**src/rtl/sbd_pkg.sv**
```systemverilog
package sbd_pkg;
    typedef enum logic {
        PH_CAPTURE = 1'b0,
        PH_COMPARE = 1'b1
    } phase_e;
endpackage

```
**src/rtl/sbd_sync.sv**
```systemverilog
module sbd_sync #(
    parameter int W = 16
) (
    input  logic         clk,
    input  logic         rst,
    input  logic [W-1:0] raw_in,
    output logic [W-1:0] sync_out
);
    typedef struct packed {
        logic [W-1:0] meta;
        logic [W-1:0] stable;
    } sync_t;

    sync_t st_d, st_q;

    always_comb begin
        st_d        = st_q;
        st_d.meta   = raw_in;
        st_d.stable = st_q.meta;
    end

    always_ff @(posedge clk or posedge rst) begin
        if (rst) st_q <= '0;
        else     st_q <= st_d;
    end

    assign sync_out = st_q.stable;

    // the second stage follows the first stage one cycle later
    p_two_stage_r6: assert property (@(posedge clk) disable iff (rst)
        1'b1 |=> st_q.stable == $past(st_q.meta));
endmodule

```
**src/rtl/sbd_strobe.sv**
```systemverilog
module sbd_strobe #(
    parameter int TICK_MAX = 50000
) (
    input  logic clk,
    input  logic rst,
    output logic tick
);
    localparam int CW = $clog2(TICK_MAX + 1);

    typedef struct packed {
        logic [CW-1:0] cnt;
        logic          tick;
    } div_t;

    div_t dv_d, dv_q;

    always_comb begin
        dv_d = dv_q;
        if (dv_q.cnt == CW'(TICK_MAX)) begin
            dv_d.cnt  = '0;
            dv_d.tick = 1'b1;
        end else begin
            dv_d.cnt  = dv_q.cnt + 1'b1;
            dv_d.tick = 1'b0;
        end
    end

    always_ff @(posedge clk or posedge rst) begin
        if (rst) dv_q <= '0;
        else     dv_q <= dv_d;
    end

    assign tick = dv_q.tick;

    // the strobe is exactly one cycle wide
    p_single_pulse_r3: assert property (@(posedge clk) disable iff (rst)
        dv_q.tick |=> !dv_q.tick);
endmodule

```
**src/rtl/sbd_group.sv**
```systemverilog
module sbd_group
    import sbd_pkg::*;
#(
    parameter int W = 16
) (
    input  logic         clk,
    input  logic         rst,
    input  logic         tick,
    input  logic [W-1:0] sync_in,
    output logic [W-1:0] clean
);
    typedef struct packed {
        phase_e       phase;
        logic [W-1:0] cap;
        logic [W-1:0] clean;
    } grp_t;

    grp_t g_d, g_q;

    always_comb begin
        g_d = g_q;
        if (tick) begin
            if (g_q.phase == PH_CAPTURE) begin
                g_d.cap   = sync_in;
                g_d.phase = PH_COMPARE;
            end else begin
                if (sync_in == g_q.cap) g_d.clean = sync_in;
                g_d.phase = PH_CAPTURE;
            end
        end
    end

    always_ff @(posedge clk or posedge rst) begin
        if (rst) g_q <= '{phase: PH_CAPTURE, cap: '0, clean: '0};
        else     g_q <= g_d;
    end

    assign clean = g_q.clean;

    // clean output reads zero whenever reset is high
    always @(posedge clk) begin
        if (rst) p_clear_r1: assert (clean == '0);
    end

    // no change of the clean value without a strobe
    p_hold_r3: assert property (@(posedge clk) disable iff (rst)
        !tick |=> $stable(clean));

    // the phase moves only on strobes
    p_phase_r3: assert property (@(posedge clk) disable iff (rst)
        !tick |=> $stable(g_q.phase));

    // a matching pair is published
    p_agree_r2: assert property (@(posedge clk) disable iff (rst)
        (tick && g_q.phase == PH_COMPARE && sync_in == g_q.cap)
        |=> clean == $past(sync_in));

    // a mismatching pair leaves the output alone
    p_reject_r4: assert property (@(posedge clk) disable iff (rst)
        (tick && g_q.phase == PH_COMPARE && sync_in != g_q.cap)
        |=> $stable(clean));
endmodule

```
**src/rtl/switch_debounce.sv**
```systemverilog
module switch_debounce #(
    parameter int SW_W     = 16,
    parameter int BTN_W    = 4,
    parameter int TICK_MAX = 50000
) (
    input  logic             clk,
    input  logic             rst,
    input  logic [SW_W-1:0]  sw_raw,
    input  logic [BTN_W-1:0] btn_raw,
    output logic [SW_W-1:0]  sw_clean,
    output logic [BTN_W-1:0] btn_clean
);
    localparam int ALL_W = SW_W + BTN_W;

    logic [ALL_W-1:0] sync_all;
    logic             tick;

    sbd_sync #(.W(ALL_W)) u_sync (
        .clk      (clk),
        .rst      (rst),
        .raw_in   ({btn_raw, sw_raw}),
        .sync_out (sync_all)
    );

    sbd_strobe #(.TICK_MAX(TICK_MAX)) u_strobe (
        .clk  (clk),
        .rst  (rst),
        .tick (tick)
    );

    sbd_group #(.W(SW_W)) u_sw_grp (
        .clk     (clk),
        .rst     (rst),
        .tick    (tick),
        .sync_in (sync_all[SW_W-1:0]),
        .clean   (sw_clean)
    );

    sbd_group #(.W(BTN_W)) u_btn_grp (
        .clk     (clk),
        .rst     (rst),
        .tick    (tick),
        .sync_in (sync_all[ALL_W-1:SW_W]),
        .clean   (btn_clean)
    );

    // both groups see the same strobe, so neither moves off a strobe
    p_groups_r5: assert property (@(posedge clk) disable iff (rst)
        !tick |=> ($stable(sw_clean) && $stable(btn_clean)));
endmodule

```
**config.mk**
```make
export PLATFORM = sky130hd
export DESIGN_NAME = switch_debounce
export DESIGN_NICKNAME = d
export VERILOG_FILES = /design/src/rtl/sbd_pkg.sv /design/src/rtl/sbd_sync.sv /design/src/rtl/sbd_strobe.sv /design/src/rtl/sbd_group.sv /design/src/rtl/switch_debounce.sv
export SDC_FILE = /design/constraint.sdc
export NUM_CORES = 1
export LEC_CHECK = 0
export BUFFER_PORTS_ARGS = -buffer_cell sky130_fd_sc_hd__buf_2
export CAP_MARGIN = 15
export CORE_MARGIN = 2
export CORE_UTILIZATION = 25
export CTS_CLUSTER_DIAMETER = 60
export CTS_CLUSTER_SIZE = 16
export DETAILED_ROUTE_END_ITERATION = 8
export HOLD_SLACK_MARGIN = 0.02
export SYNTH_ARGS = -nofsm -noshare
export SYNTH_HDL_FRONTEND = slang
export SYNTH_SLANG_ARGS = --single-unit
```
**constraint.sdc**
```tcl
create_clock -name clk -period 3.1 [get_ports clk]
set_input_delay 0 -clock clk [delete_from_list [all_inputs] [get_ports clk]]
set_output_delay 0 -clock clk [all_outputs]
set_load 0.01 [all_outputs]
```
== Yosys cells after proc, flatten, opt, wreduce, memory -nomap -nowiden ==
Index checks and enable logic that the tools add are counted.
Operators by class
  add/subtract/negate cells: 1
  equal/unequal tests: 3
  mux-type cells: 3
  bitwise logic cells: 2
  reductions and logical operators: 4
Operators with widths (count)
  $mux 17: 1
  $add 16x1->16 const B: 1
  $eq 16x16->1: 1
  $eq 16x16->1 const B: 1
  $reduce_and 3->1: 2
  $eq 4x4->1: 1
  $reduce_and 2->1: 2
  $mux 1: 2
  $not 1->1: 2
Storage, ports and cells
  register bits after elaboration: 99
  input port bits: 22
  output and inout port bits: 20
  logic and storage cells: 23

== Logic depth before layout (Yosys ltp) ==
Gate-level depths: netlist of the first run.
  word-level depth: 2
  mapped depth: 6
  depth with buffers taken out: 5

== Hierarchy ==
From an unflattened synthesis of the first run, not the netlist that was laid out.
Second synthesis, totals
  cell total of the unflattened synthesis: 270
  area total of the unflattened synthesis: 3806.2 um2
Modules (own cells, without submodules)
  sbd_group at u_sw_grp: instances 1, cells each 109, area each 1535.2 um2
  sbd_sync: instances 1, cells each 41, area each 1004.7 um2
  sbd_strobe: instances 1, cells each 77, area each 827.0 um2
  sbd_group at u_btn_grp: instances 1, cells each 43, area each 439.2 um2

== Least setup slack after synthesis of the first run ==
Ideal clock, no wire load.
  path kind: reg-to-reg
  from: register u_sw_grp.g_q[27] (netlist name)
  to: register u_sw_grp.g_q (netlist bit u_sw_grp.clean[0])
  data arrival time: 1.911 ns
  data required time: 2.975 ns
  path slack: 1.064 ns
  stages on the path, launching flop included: 7
  period minus slack after synthesis: 2.036 ns
  path through: dfrtp_1 > xor2_1 > nor4_1 > nand4_1 > nor4_4 > buf_6 > mux2_2
On the way
  cells in the longest elaborated chain, start to end: 2
Ends and longest elaborated chain
  start, declared: RTL line sbd_group.sv:18  | grp_t g_d, g_q;
  start signal, assigned: RTL line sbd_group.sv:34  | if (rst) g_q <= '{phase: PH_CAPTURE, cap: '0, clean: '0};
  start signal, assigned: RTL line sbd_group.sv:35  | else g_q <= g_d;
  $eq 16x16->1: RTL line sbd_group.sv:27  | if (sync_in == g_q.cap) g_d.clean = sync_in;
  $reduce_and 3->1 (no line)
No other way between the ends.
A chain may end at the register's enable or synchronous reset.

== Worst setup path in the final report of the first run ==
  from: register u_sw_grp.g_q[27] (netlist name)
  to: register u_sw_grp.g_q (netlist bit u_sw_grp.clean[5])
Same word-level chain as after synthesis.

==> results.md, run 1 <==
- At the placement stage, the worst setup path has a slack of 1.05 ns.
- Dividing the detail-routed via count by the number of cells gives 3.95.
- The multi-input combinational cells in the finished layout cover a total of 1060 µm².
- At the pin with the least slew margin, the transition time is 0.802 ns.
- The first-pass iteration count of the detailed router is 4.
- The die outline height is 126 µm.
- After clock tree synthesis, the clock-pin slew on the worst setup and hold paths is 0.07 ns.
- The worst ir drop on vdd is 0.242 mV.
- The clock net sink count is 99.
- Fill cells in the final layout number 1470.
- In the final layout, the share of cells above drive strength 1 is 0.334.
- The finished cells cover 4510 µm².
- The tightest min-delay check is of the in2reg type.
- STA puts the critical path data arrival time at 2.26 ns.
- The total DRC errors in the routed layout is 0.
- The count of buffer and inverter cells on the critical path is 1.
- The number of antenna violations at the first check in global routing came to 0.
- The number of cells on the worst reg-to-reg path is 6.
- The final number of max-transition violations is 0.
- Of the available clock period, the critical path in the final layout requires 0.656.
- Headroom to the max-slew limit came out at 0.465.
- Once placement finished, the instance area stood at 4030 µm².
- The total number of H-tree levels is 3.
- STA classifies the critical path startpoint as a flop.
- The maximum frequency from static timing analysis is 491 MHz.
- The total congestion overflow after global routing is 0.
- The count of cell instances traversed by the critical path is 6.
- The area added between synthesis and finish is 21.2%.
- The number of gates resized after CTS is 0.
- Setup repair after global routing left no endpoint under its margin.
- The antenna diode instance count is 0.
- The cell at the slowest stage of the critical path is dfrtp_1.
- Walking the worst path, the cells encountered are xor2_1 > nor4_1 > nand4_1 > nor4_4 > buf_4 > mux2_2.
- The worst path needs 2.03 ns of the cycle, external delays included.
- In this run the remaining antenna-violating nets after routing total 0.
- The die boundary width is 126 µm.
- The final setup TNS is 0 ns.
- Entering global routing, the biggest net connects 67 pins.
- The setup clock skew after layout is 0.00691 ns.
- The critical path is of the reg2reg type.
- The number of buffers created by CTS is 9.
- The largest single stage delay on the critical path is 0.39 ns.
- The maximum buffer depth of the clock tree is 2.
- Power spread over the standard cell area amounts to 536 nW/µm².
- The critical path required time is 3.33 ns.
- TritonCTS built the clock tree.
- The count of input and output buffers is 41.
- Counting distinct cell types in the post-synthesis netlist gives 24.
- The root buffer cell chosen for the clock tree is clkbuf_16.
- The tool flagged a number of max-cap violations equal to 0.
- The clock insertion delay at the later pin of the skew report is 0.34 ns.
- The via count of the first global-routing pass is 2054.
- The initial utilization of the core area, before any placement, comes to 0.256.
- In the synthesized netlist, the number of instances is 251.
- The finished layout holds 495 standard cells, fillers aside.
- For this design the static power due to leakage is 2.15 nW.
- Dividing the detail-routed wire length by the instance count gives 12.3 µm.
- In this run, the number of DRC markers left after iteration 0 of detailed routing was 126.
- After detailed placement, the design holds a cell count of 458.
- The share of the Yosys chip area taken by registers is 0.666.
- Across all setup checks in the final design, the least slack found is 1.07 ns.
- The die outline area is 15900 µm².
- The number of hold-slack violations in the final timing report is 0.
- The number of setup violations in the final report is 0.
- The worst setup path is captured at a flop.
- In the global route stage, overall resource usage came out at 0.0828.
- The kind of cell adding the most delay to the critical path is simple AND/OR/NAND/NOR gates.
- The area of the placeable core is 14500 µm².
- The synthesized design contains 99 register bits.
- The synthesized cell area is 3720 µm².
- The number of setup buffers added after CTS is 0.
- During synthesis, Yosys emitted a total of 0 warnings.
- For this design the top-level I/O count stands at 42.
- The post-synth net total is 275.
- Routability-driven placement finished with a final weighted congestion of 0.788.
- For this block, the via count after detailed routing is 1956.
- The floorplan has 44 rows.
- The flow ran to the end, and the final reports show no timing, DRC or antenna violations.
- A synthesized cell averages 14.8 µm².
- The placed wire-length estimate after detailed placement is 4.27 mm.
- After detailed routing, the total wire length is 6.07 mm.
- In the final design database the tool counted 330 nets.
- The first global-routing pass estimated 10.2 mm of wire.
- The sequential cells in the finished layout cover a total of 2480 µm².
- The number of instances on the worst hold path is 2.
- In this run the worst path has a maximum fanout of 8.
timing repair:
action	in CTS	in global routing
setup endpoints to repair	0	0
hold buffers	21	0
endpoints found under the hold margin	84	0
through the flow:
stage	utilization	hold WS, ns	total power, mW
detailed placement	0.277	0.109	1.41
global placement	0.277	0.110	1.41
floorplan	-	0.0314	1.38
global route	0.310	0.291	2.52
finish	0.310	0.294	2.41
CTS	0.310	0.284	2.46
sequential cells by signal, summed over array words and instances, names as in the netlist:
signal,flops
u_sw_grp.g_q,17
u_strobe.tick,1
u_btn_grp.clean,4
u_sync.st_d,20
u_strobe.dv_q,16
u_sync.sync_out,20
u_sw_grp.clean,16
u_btn_grp.g_q,5
path summary, 6_finish.rpt:
path,from,to,slack [ns]
max,u_sw_grp.g_q[27]$_DFFE_PP0P_,u_sw_grp.clean[5]$_DFFE_PP0P_,1.07
min,sw_raw[0],u_sync.st_d[0]$_DFF_PP0_,0.29
max reg2reg,u_sw_grp.g_q[27]$_DFFE_PP0P_,u_sw_grp.clean[5]$_DFFE_PP0P_,1.07
min reg2reg,u_sync.st_d[13]$_DFF_PP0_,u_sync.sync_out[13]$_DFF_PP0_,0.35
max in group asynchronous,rst,u_sync.sync_out[18]$_DFF_PP0_,1.99
min in group asynchronous,rst,u_sync.st_d[17]$_DFF_PP0_,0.38
worst register-to-register path, cell delays in order (launching register included):
cell and delay (ns):
dfrtp_1 0.39, xor2_1 0.16, nor4_1 0.33, nand4_1 0.19, nor4_4 0.29, buf_4 0.22, mux2_2 0.35
layout make-up:
class	instances	share of cell area
flip-flops and latches	99	0.550
multi-input cells	126	0.235
repair buffers	67	0.101
clock buffers	11	0.0517
well taps	184	0.0511
clock inverters	5	0.00833
inverters	3	0.00305
metal layers:
metal	GRT usage	wire length, µm	vias up
li1	-	-	931
met1	0.106	2890	982
met2	0.123	2780	37
met3	0.0285	287	6
met4	0.0446	111	0
met5	0	0	-
report_power, final:
| part | internal [mW] | switching [mW] | total [mW] |
|---|---|---|---|
| combinational | 0.0363 | 0.0360 | 0.0723 |
| sequential | 1.32 | 0.0160 | 1.33 |
| clock | 0.547 | 0.460 | 1.01 |
cell families after synthesis:
group	Yosys count	synth area share
flip-flops	99	0.666
AND/OR/NAND/NOR	48	0.0727
multiplexers	40	0.121
XOR/XNOR	36	0.0848
buffers and inverters	26	0.0485
adder cells (fa/ha/maj)	2	0.00673
Yosys cell counts:
cell	n	area, µm²
nand3_1	11	55.1
nor2_1	13	48.8
nor3_1	1	5.00
nand2_1	4	15.0
mux2_2	40	450
nor3b_1	1	7.51
or2_2	1	6.26
xor2_1	13	114
xnor2_1	23	201
ha_1	2	25.0
dfrtp_1	99	2480
nor4_4	1	21.3
nor3_2	1	10.0
nor2b_1	3	18.8
nand4_1	5	31.3
and3_1	2	12.5
inv_1	3	11.3
nor4_1	2	12.5
nor4b_1	1	8.76
clkbuf_1	2	7.51
nand4b_1	1	8.76
buf_6	1	11.3
buf_4	20	150
and4_1	1	8.76
placed cells by master (no fill, tap or decap):
master         netlist  final
nor2b_1              3      3
nor4_4               1      1
inv_4                0      1
and4_1               1      1
xnor2_1             23     23
nand4_1              5      5
nand4b_1             1      1
nand3_1             11     11
nor2_1              13     13
xor2_1              13     13
dfrtp_1             99     99
nor3b_1              1      1
clkinv_4             0      1
inv_6                0      1
nand2_1              4      4
ha_1                 2      2
nor3_2               1      1
clkinvlp_4           0      2
nor4b_1              1      1
inv_1                3      2
and3_1               2      2
or2_2                1      1
mux2_2              40     40
clkbuf_1             2      2
nor4_1               2      2
clkinv_2             0      1
clkbuf_16            0      9
nor3_1               1      1
dlygate4sd3_1        0     21
buf_2                0     41
buf_4               20      5
Note: power is estimated with default switching activity, not from simulation.
==> inputs of run 2 (changes only) <==
- ABC_AREA: not set -> 1
- clock period: 3.1 -> 2 ns (I/O delays scaled with it)
==> run 2 against run 1 <==
  * Fmax grew 23%
  * First-iteration DRC count grew 65%
  * Design area grew 9.2%
  * Largest cell class unchanged
==> results.md, run 2 <==
- Result of the run: finished clean (unchanged).
- The count of synthesis-stage warnings from yosys is 0 (unchanged).
- The endpoint kind of the worst setup timing path is a flop (unchanged).
- The non-filler instance count after layout is 707 (was 495).
- The post-detailed-route via-to-cell ratio is 4.06 (was 3.95).
- The die boundary width is 132 µm (was 126 µm).
- The standard-cell row count is 46 (was 44).
- The worst endpoint data arrival time is 1.89 ns (was 2.26 ns).
- The synthesized instance count was 435 (was 251).
- The net switching power of the design was 891 µW (was 512 µW).
- The maximum buffer depth of the clock tree is 2 (unchanged).
- The post-synth net total was 459 (was 275).
- The detailed-route wire length per cell was 10.9 µm (was 12.3 µm).
- The internal power of the cells is 2.97 mW (was 1.90 mW).
- The cell at the root of the clock tree is clkbuf_16 (unchanged).
- The I/O pin total is 42 (unchanged).
- The clock insertion delay at the later pin of the skew report is 0.34 ns (about the same).
- The worst ir drop on vdd is 0.387 mV (was 0.242 mV).
- The count of nets left with antenna violations after detail routing is 0 (unchanged).
- The total congestion overflow after global routing was 0 (unchanged).
- Top library cells by usage in the layout, fill and taps aside: nand2_1, dfrtp_1, inv_1, buf_2, nor2_1 (was dfrtp_1, buf_2, mux2_2, xnor2_1, dlygate4sd3_1).
- The die outline height is 132 µm (was 126 µm).
- The final hold slack is 0.294 ns (about the same).
- The setup clock skew after layout was 0.00698 ns (was 0.00691 ns).
- The library cell with the highest instance count after synthesis is nand2_1 (was dfrtp_1).
- The die outline area is 17400 µm² (was 15900 µm²).
- The count of unique library cells instantiated by Yosys is 29 (was 24).
- The placed wire-length estimate after detailed placement is 5.71 mm (was 4.27 mm).
- The combinational group share of total power is 0.037 (was 0.030).
- The flip-flop and latch count after synthesis came to 99 (unchanged).
- The post-placement worst setup slack is 0.340 ns (was 1.05 ns).
- The element type at the critical path start is a flop (unchanged).
- The sequential share of power is 0.536 (was 0.553).
- The total global routing track utilization is 0.0957 (was 0.0828).
- The number of fill cells was 1655 (was 1470).
- The actual slew at the worst max-slew pin was 0.745 ns (was 0.802 ns).
- The total DRC errors in the routed layout is 0 (unchanged).
- The max-cap check violation count is 0 (unchanged).
- The total of hold buffers inserted after clock tree synthesis is 21 (unchanged).
- The total length of routed wires is 7.72 mm (was 6.07 mm).
- The share of flip-flops with an asynchronous set or reset is 1.00 (unchanged).
- The launch point of the worst reg-to-reg path is u_sync.sync_out[9]$_DFF_PP0_ (was u_sw_grp.g_q[27]$_DFFE_PP0P_).
- The area added between synthesis and finish is 20.4% (was 21.2%).
- The number of nets at the end of the flow is 510 (was 330).
- The share of the synthesized area in the top cell type was 0.607 (was 0.666).
- The number of antenna violations at the first check in global routing came to 0 (unchanged).
- The maximum fanout along the worst path is 17 (was 8).
- The most common library cell in the layout ignoring fill and taps was nand2_1 (was dfrtp_1).
- The clock transition at the registers of the reported paths came to 0.07 ns (about the same).
- The final estimated routing congestion in global placement is 0.863 (was 0.788).
- The maximum frequency from static timing analysis is 603 MHz (was 491 MHz).
- The cell type with the highest aggregate area in the netlist is dfrtp_1 (unchanged).
- The number of flops mapped to enable cells by yosys is 0 (unchanged).
- The placed standard-cell area was 4420 µm² (was 4030 µm²).
- The final number of max-transition violations came to 0 (unchanged).
- The share of final-layout standard cells stronger than drive strength 1 was 0.159 (was 0.334).
- The number of buffers created by CTS is 9 (unchanged).
- The count of input and output buffers is 41 (unchanged).
- The number of setup violations in the final report came to 0 (unchanged).
- The global-route wire length before repair is 13.6 mm (was 10.2 mm).
- The number of gates resized after CTS came to 0 (unchanged).
- The startpoint of the tightest hold check path is sw_raw[13] (was sw_raw[0]).
- The final period demand of the worst path is 1.66 ns (was 2.03 ns).
- The standby leakage power is 2.50 nW (was 2.15 nW).
- The final design instance area without fill is 4920 µm² (was 4510 µm²).
- The power density normalized to cell area came to 785 nW/µm² (was 536 nW/µm²).
- The TritonCTS clock tree was done (unchanged).
- The per-instance average area after synthesis was 9.39 µm² (was 14.8 µm²).
- The sequential fraction of the synthesis area was 0.607 (was 0.666).
- Setup repair after global routing missed its margin: false (unchanged).
- The via count of the first global-routing pass was 2956 (was 2054).
- The number of hold-slack violations in the final timing report is 0 (unchanged).
- The clock net sink count came to 99 (unchanged).
- The final critical-path share of the clock period came to 0.830 (was 0.656).
- The path type of the worst min-delay path is in2reg (unchanged).
- The synthesized cell area is 4080 µm² (was 3720 µm²).
- Top area cells in the synthesized netlist: dfrtp_1, nand2_1, inv_1, buf_4, nand4_1 (was dfrtp_1, mux2_2, xnor2_1, buf_4, xor2_1).
- The worst path setup slack after routing is 0.341 ns (was 1.07 ns).
- The final setup TNS was 0 ns (unchanged).
- The total number of H-tree levels is 3 (unchanged).
- The antenna diode instance count is 0 (unchanged).
- Most instantiated cells after synthesis: nand2_1, dfrtp_1, inv_1 (was dfrtp_1, mux2_2, xnor2_1).
- The post-CTS repair timing setup buffer count came to 0 (unchanged).
- The share of total power in the clock network is 0.427 (was 0.417).
- The number of design-rule violations left by the first detailed-router iteration came to 208 (was 126).
- The total vias in the final route is 2868 (was 1956).
- The kind of critical path is reg2reg (unchanged).
- The initial cell density of the core came to 0.256 (about the same).
- The most frequently used flop master after synthesis is dfrtp_1 (unchanged).
- The headroom to the max-slew limit was 0.503 (was 0.465).
- The net switching fraction of the power is 0.231 (was 0.212).
- The instance count after placement with tap cells included is 670 (was 458).
- The maximum number of pins on one net before global-route repair is 35 (was 67).
- The area of the placeable core is 15900 µm² (was 14500 µm²).
- The first-pass iteration count of the detailed router came to 5 (was 4).
- The worst setup path startpoint is u_sync.sync_out[9]$_DFF_PP0_ (was u_sw_grp.g_q[27]$_DFFE_PP0P_).
- The critical path required time is 2.23 ns (was 3.33 ns).
==> run 2: cell count changes in the layout (fill, tap and decap cells not counted), moves of 5 or more <==
cell and delta:
nor3_1 +5, o21ai_0 +19, mux2_2 -37, xnor2_1 -21, nor2_1 +19, nand2_1 +125, nand4_1 +15, xor2_1 -5
inv_1 +49
==> run 2: final cells by class <==
cell class / count / area, µm² / share of cell area
tap: 216 / 270 / 0.0549
sequential: 99 / 2480 / 0.504
inverter: 57 / 218 / 0.0443
clock inverter: 7 / 60.1 / 0.0122
clock buffer: 9 / 225 / 0.0458
timing repair buffer: 68 / 473 / 0.0962
multi-input combinational: 251 / 1190 / 0.243
==> run 2: per-layer routing <==
metal  global-route usage  vias to the layer above  part of all wire
met3               0.0269                       10             0.046
met4               0.0344                        0             0.012
met5                    0                        -                 0
met2                0.162                       66              0.50
li1                     -                     1434                 -
met1                0.117                     1358              0.44
==> run 2: final timing paths <==
check | cells after the start | slack, ns | end
min reg2reg | 0 | 0.34 | u_sync.sync_out[15]$_DFF_PP0_
max reg2reg | 9 | 0.34 | u_sw_grp.clean[0]$_DFFE_PP0P_
min in group asynchronous | 3 | 0.34 | u_sync.st_d[9]$_DFF_PP0_
min | 2 | 0.29 | u_sync.st_d[13]$_DFF_PP0_
max | 9 | 0.34 | u_sw_grp.clean[0]$_DFFE_PP0P_
max in group asynchronous | 4 | 0.98 | u_btn_grp.clean[0]$_DFFE_PP0P_
==> run 2: critical path, stage by stage (launching register included) <==
cell	delay, ns
dfrtp_1	0.40
inv_1	0.07
nand2_1	0.06
nand2_1	0.05
nor2_1	0.11
nand2_1	0.10
nor2_4	0.33
nand3_4	0.24
nand2_1	0.12
nand2_1	0.05
==> run 2: metrics by stage <==
stage	power [mW]	util
after floorplan	2.16	-
after global placement	2.22	0.277
after detailed placement	2.23	0.277
after CTS	3.92	0.309
after global routing	4.02	0.309
final	3.86	0.309
==> run 2: cells by family after synthesis <==
family | synth area share
AOI/OAI and AO/OA | 0.0346
xor gates and xnor gates | 0.0214
adders and majority gates | 0.00613
buffers and inverters | 0.101
DFF | 0.607
muxes | 0.00827
and+or+nand+nor | 0.222
==> run 2: power by group through the flow <==
stage	Combinational, mW	Sequential (mW)	Clock [mW]
2_1_floorplan	0.0647	2.10	0
3_3_place_gp	0.112	2.11	0
3_5_place_dp	0.116	2.11	0
4_1_cts	0.148	2.07	1.71
5_1_grt	0.164	2.07	1.78
6_report	0.142	2.07	1.65
==> inputs of run 3 (changes only) <==
- clock period: 2 -> 1.54 ns (I/O delays scaled with it)
==> run 3 against run 2 <==
  * First-iteration DRC count is 10% lower
  * Sequential cell count stayed put
  * Global-route usage grew 0.082 points
  * Clock power rose by 34%
  * Critical endpoint is now u_strobe.dv_q[3]$_DFF_PP0_
==> results.md, run 3 (same netlist as run 2, synthesis figures left out) <==
- Result of the run: finished clean (unchanged).
- The via count of the first global-routing pass is 2969 (was 2956).
- The actual slew at the worst max-slew pin is 0.383 ns (was 0.745 ns).
- The max-cap check violation count came to 0 (unchanged).
- The total congestion overflow after global routing is 0 (unchanged).
- The standby leakage power is 2.54 nW (was 2.50 nW).
- The worst path setup slack after routing came to 0.101 ns (was 0.341 ns).
- The total number of H-tree levels is 3 (unchanged).
- The global routing usage on met3 was 0.0331 (was 0.0269).
- The final hold slack is 0.119 ns (was 0.294 ns).
- The total global routing track utilization is 0.0965 (was 0.0957).
- The setup clock skew after layout is 0.00954 ns (was 0.00698 ns).
- The share of total power in the clock network is 0.434 (was 0.427).
- The post-placement worst setup slack is 0.0921 ns (was 0.340 ns).
- The headroom to the max-slew limit is 0.744 (was 0.503).
- The final estimated routing congestion in global placement is 0.893 (was 0.863).
- The placed standard-cell area was 4450 µm² (was 4420 µm²).
- The non-filler instance count after layout came to 716 (was 707).
- The worst setup path startpoint was u_strobe.dv_q[9]$_DFF_PP0_ (was u_sync.sync_out[9]$_DFF_PP0_).
- The die boundary width came to 132 µm (unchanged).
- The cell at the root of the clock tree is clkbuf_16 (unchanged).
- Cells traversed along the worst timing path: nand2_1 > inv_1 > nand2_1 > nor2_1 > nand4_1 > inv_1 > nor3_1 (was inv_1 > nand2_1 > nand2_1 > nor2_1 > nand2_1 > nor2_4 > nand3_4 > nand2_1 > nand2_1).
- The total vias in the final route is 2929 (was 2868).
- The final number of max-transition violations is 0 (unchanged).
- The net switching fraction of the power is 0.214 (was 0.231).
- The count of nets left with antenna violations after detail routing was 0 (unchanged).
- The post-detailed-route via-to-cell ratio is 4.09 (was 4.06).
- The number of buffers created by CTS came to 9 (unchanged).
- The internal power of the cells is 4.01 mW (was 2.97 mW).
- The combinational group share of total power is 0.039 (was 0.037).
- The detailed-route wire length per cell is 10.9 µm (about the same).
- The antenna diode instance count is 0 (unchanged).
- The final design instance area without fill came to 5040 µm² (was 4920 µm²).
- The die outline height is 132 µm (unchanged).
- The net switching power of the design is 1.09 mW (was 891 µW).
- The capturing point of the worst reg2reg path is u_strobe.dv_q[3]$_DFF_PP0_ (was u_sw_grp.clean[0]$_DFFE_PP0P_).
- The worst endpoint data arrival time is 1.67 ns (was 1.89 ns).
- The share of final-layout standard cells stronger than drive strength 1 came to 0.184 (was 0.159).
- The total DRC errors in the routed layout was 0 (unchanged).
- The maximum buffer depth of the clock tree is 2 (unchanged).
- The most common library cell in the layout ignoring fill and taps is nand2_1 (unchanged).
- The TritonCTS clock tree is done (unchanged).
- The internal reg-to-reg setup slack came to 0.10 ns (was 0.34 ns).
- The number of antenna violations at the first check in global routing is 0 (unchanged).
- The met1 usage is 0.114 (was 0.117).
- The power density normalized to cell area is 1010 nW/µm² (was 785 nW/µm²).
- The clock transition at the registers of the reported paths is 0.07 ns (about the same).
- The global-route wire length before repair came to 13.6 mm (about the same).
- The area added between synthesis and finish was 23.5% (was 20.4%).
- The clock net sink count came to 99 (unchanged).
- The first-pass iteration count of the detailed router is 4 (was 5).
- The final period demand of the worst path is 1.44 ns (was 1.66 ns).
- The met2 track demand over resource came to 0.160 (was 0.162).
- The sequential share of power is 0.527 (was 0.536).
- The kind of critical path is reg2reg (unchanged).
- The largest stage delay on the critical path is 0.41 ns (was 0.40 ns).
- The count of input and output buffers is 41 (unchanged).
- The endpoint kind of the worst setup timing path is a flop (unchanged).
- The end point of the critical path is u_strobe.dv_q[3]$_DFF_PP0_ (was u_sw_grp.clean[0]$_DFFE_PP0P_).
- The maximum number of pins on one net before global-route repair came to 52 (was 35).
- The number of design-rule violations left by the first detailed-router iteration came to 187 (was 208).
- The initial cell density of the core was 0.256 (unchanged).
- The launch point of the worst reg-to-reg path is u_strobe.dv_q[9]$_DFF_PP0_ (was u_sync.sync_out[9]$_DFF_PP0_).
- The final critical-path share of the clock period was 0.935 (was 0.830).
- The sum of internal, switching and leakage power was 5.10 mW (was 3.86 mW).
- The I/O pin total is 42 (unchanged).
- The path type of the worst min-delay path is in2async (was in2reg).
- The post-route core utilization is 0.316 (was 0.309).
- The maximum fanout along the worst path is 5 (was 17).
- The cell at the slowest stage of the critical path is dfrtp_1 (unchanged).
- The logic depth of the worst register-to-register path is 7 (was 9).
- The element type at the critical path start is a flop (unchanged).
- The area of the placeable core is 15900 µm² (unchanged).
- The final setup TNS is 0 ns (unchanged).
- The placed wire-length estimate after detailed placement is 5.61 mm (was 5.71 mm).
- The instance count after placement with tap cells included came to 673 (was 670).
- The number of setup violations in the final report is 0 (unchanged).
- The highest-utilization routing layer at the global route stage is met2 (unchanged).
- The worst ir drop on vdd is 0.464 mV (was 0.387 mV).
- The clock insertion delay at the later pin of the skew report came to 0.35 ns (was 0.34 ns).
- Setup repair after global routing missed its margin: true (was false).
- The critical path required time was 1.77 ns (was 2.23 ns).
- The standard-cell row count was 46 (unchanged).
- The maximum frequency from static timing analysis is 695 MHz (was 603 MHz).
- The number of hold-slack violations in the final timing report is 0 (unchanged).
- The die outline area was 17400 µm² (unchanged).
- Top library cells by usage in the layout, fill and taps aside: nand2_1, dfrtp_1, inv_1, buf_2, nor2_1 (unchanged).
- The number of nets at the end of the flow is 519 (was 510).
- The total length of routed wires came to 7.78 mm (was 7.72 mm).
==> run 3: cell types whose count changed in the layout (fill, tap and decap cells not counted), moves of 2 or more <==
cell,change
buf_4,+4
clkinv_2,+2
nor2_1,-3
clkinv_4,-3
nor2_4,+2
buf_6,+4
==> run 3: worst min path at each step <==
| stage | endpoint | slack (ns) | cells past startpoint |
|---|---|---|---|
| after floorplan | u_sync.st_d[0]$_DFF_PP0_ | 0.03 | 0 |
| after global placement | u_sync.st_d[12]$_DFF_PP0_ | -0.06 | 2 |
| after detailed placement | u_sync.st_d[12]$_DFF_PP0_ | -0.06 | 2 |
| after CTS | u_sync.st_d[12]$_DFF_PP0_ | 0.12 | 3 |
| after global routing | u_sync.st_d[12]$_DFF_PP0_ | 0.12 | 3 |
| final | u_sync.st_d[10]$_DFF_PP0_ | 0.12 | 3 |
==> run 3: worst max-delay path, delay by kind of cell, from the launching register on <==
kind / cells / cell delay (ns)
AND/OR/NAND/NOR: 5 / 0.57
flip-flops: 1 / 0.41
buffers and inverters: 2 / 0.35
==> run 3: final cells by class <==
type | count | area (µm²)
clock buffers | 10 | 229
clock inverters | 6 | 62.6
fillers | 1661 | 10900
inverters | 57 | 218
multi-input cells | 252 | 1240
flip-flops and latches | 99 | 2480
well taps | 216 | 270
repair buffers | 76 | 548
==> run 3: power by group through the flow <==
stage	Clock (mW)	Sequential (mW)	Combinational (mW)
4_1_cts	2.30	2.69	0.190
3_3_place_gp	0	2.74	0.144
3_5_place_dp	0	2.74	0.148
5_1_grt	2.40	2.69	0.228
2_1_floorplan	0	2.72	0.0840
6_report	2.21	2.69	0.198
==> run 3: routing by layer <==
metal / wire, µm / vias up
li1: - / 1457
met1: 3410 / 1391
met2: 3800 / 66
met3: 396 / 15
met4: 173 / 0
met5: 0 / -
==> run 3: repair_timing <==
action | in CTS | in global routing
resized for setup | 0 | 13
setup buffers | 0 | 5
hold buffers | 21 | 0
setup endpoints to repair | 0 | 19
hold endpoints to repair | 119 | 0
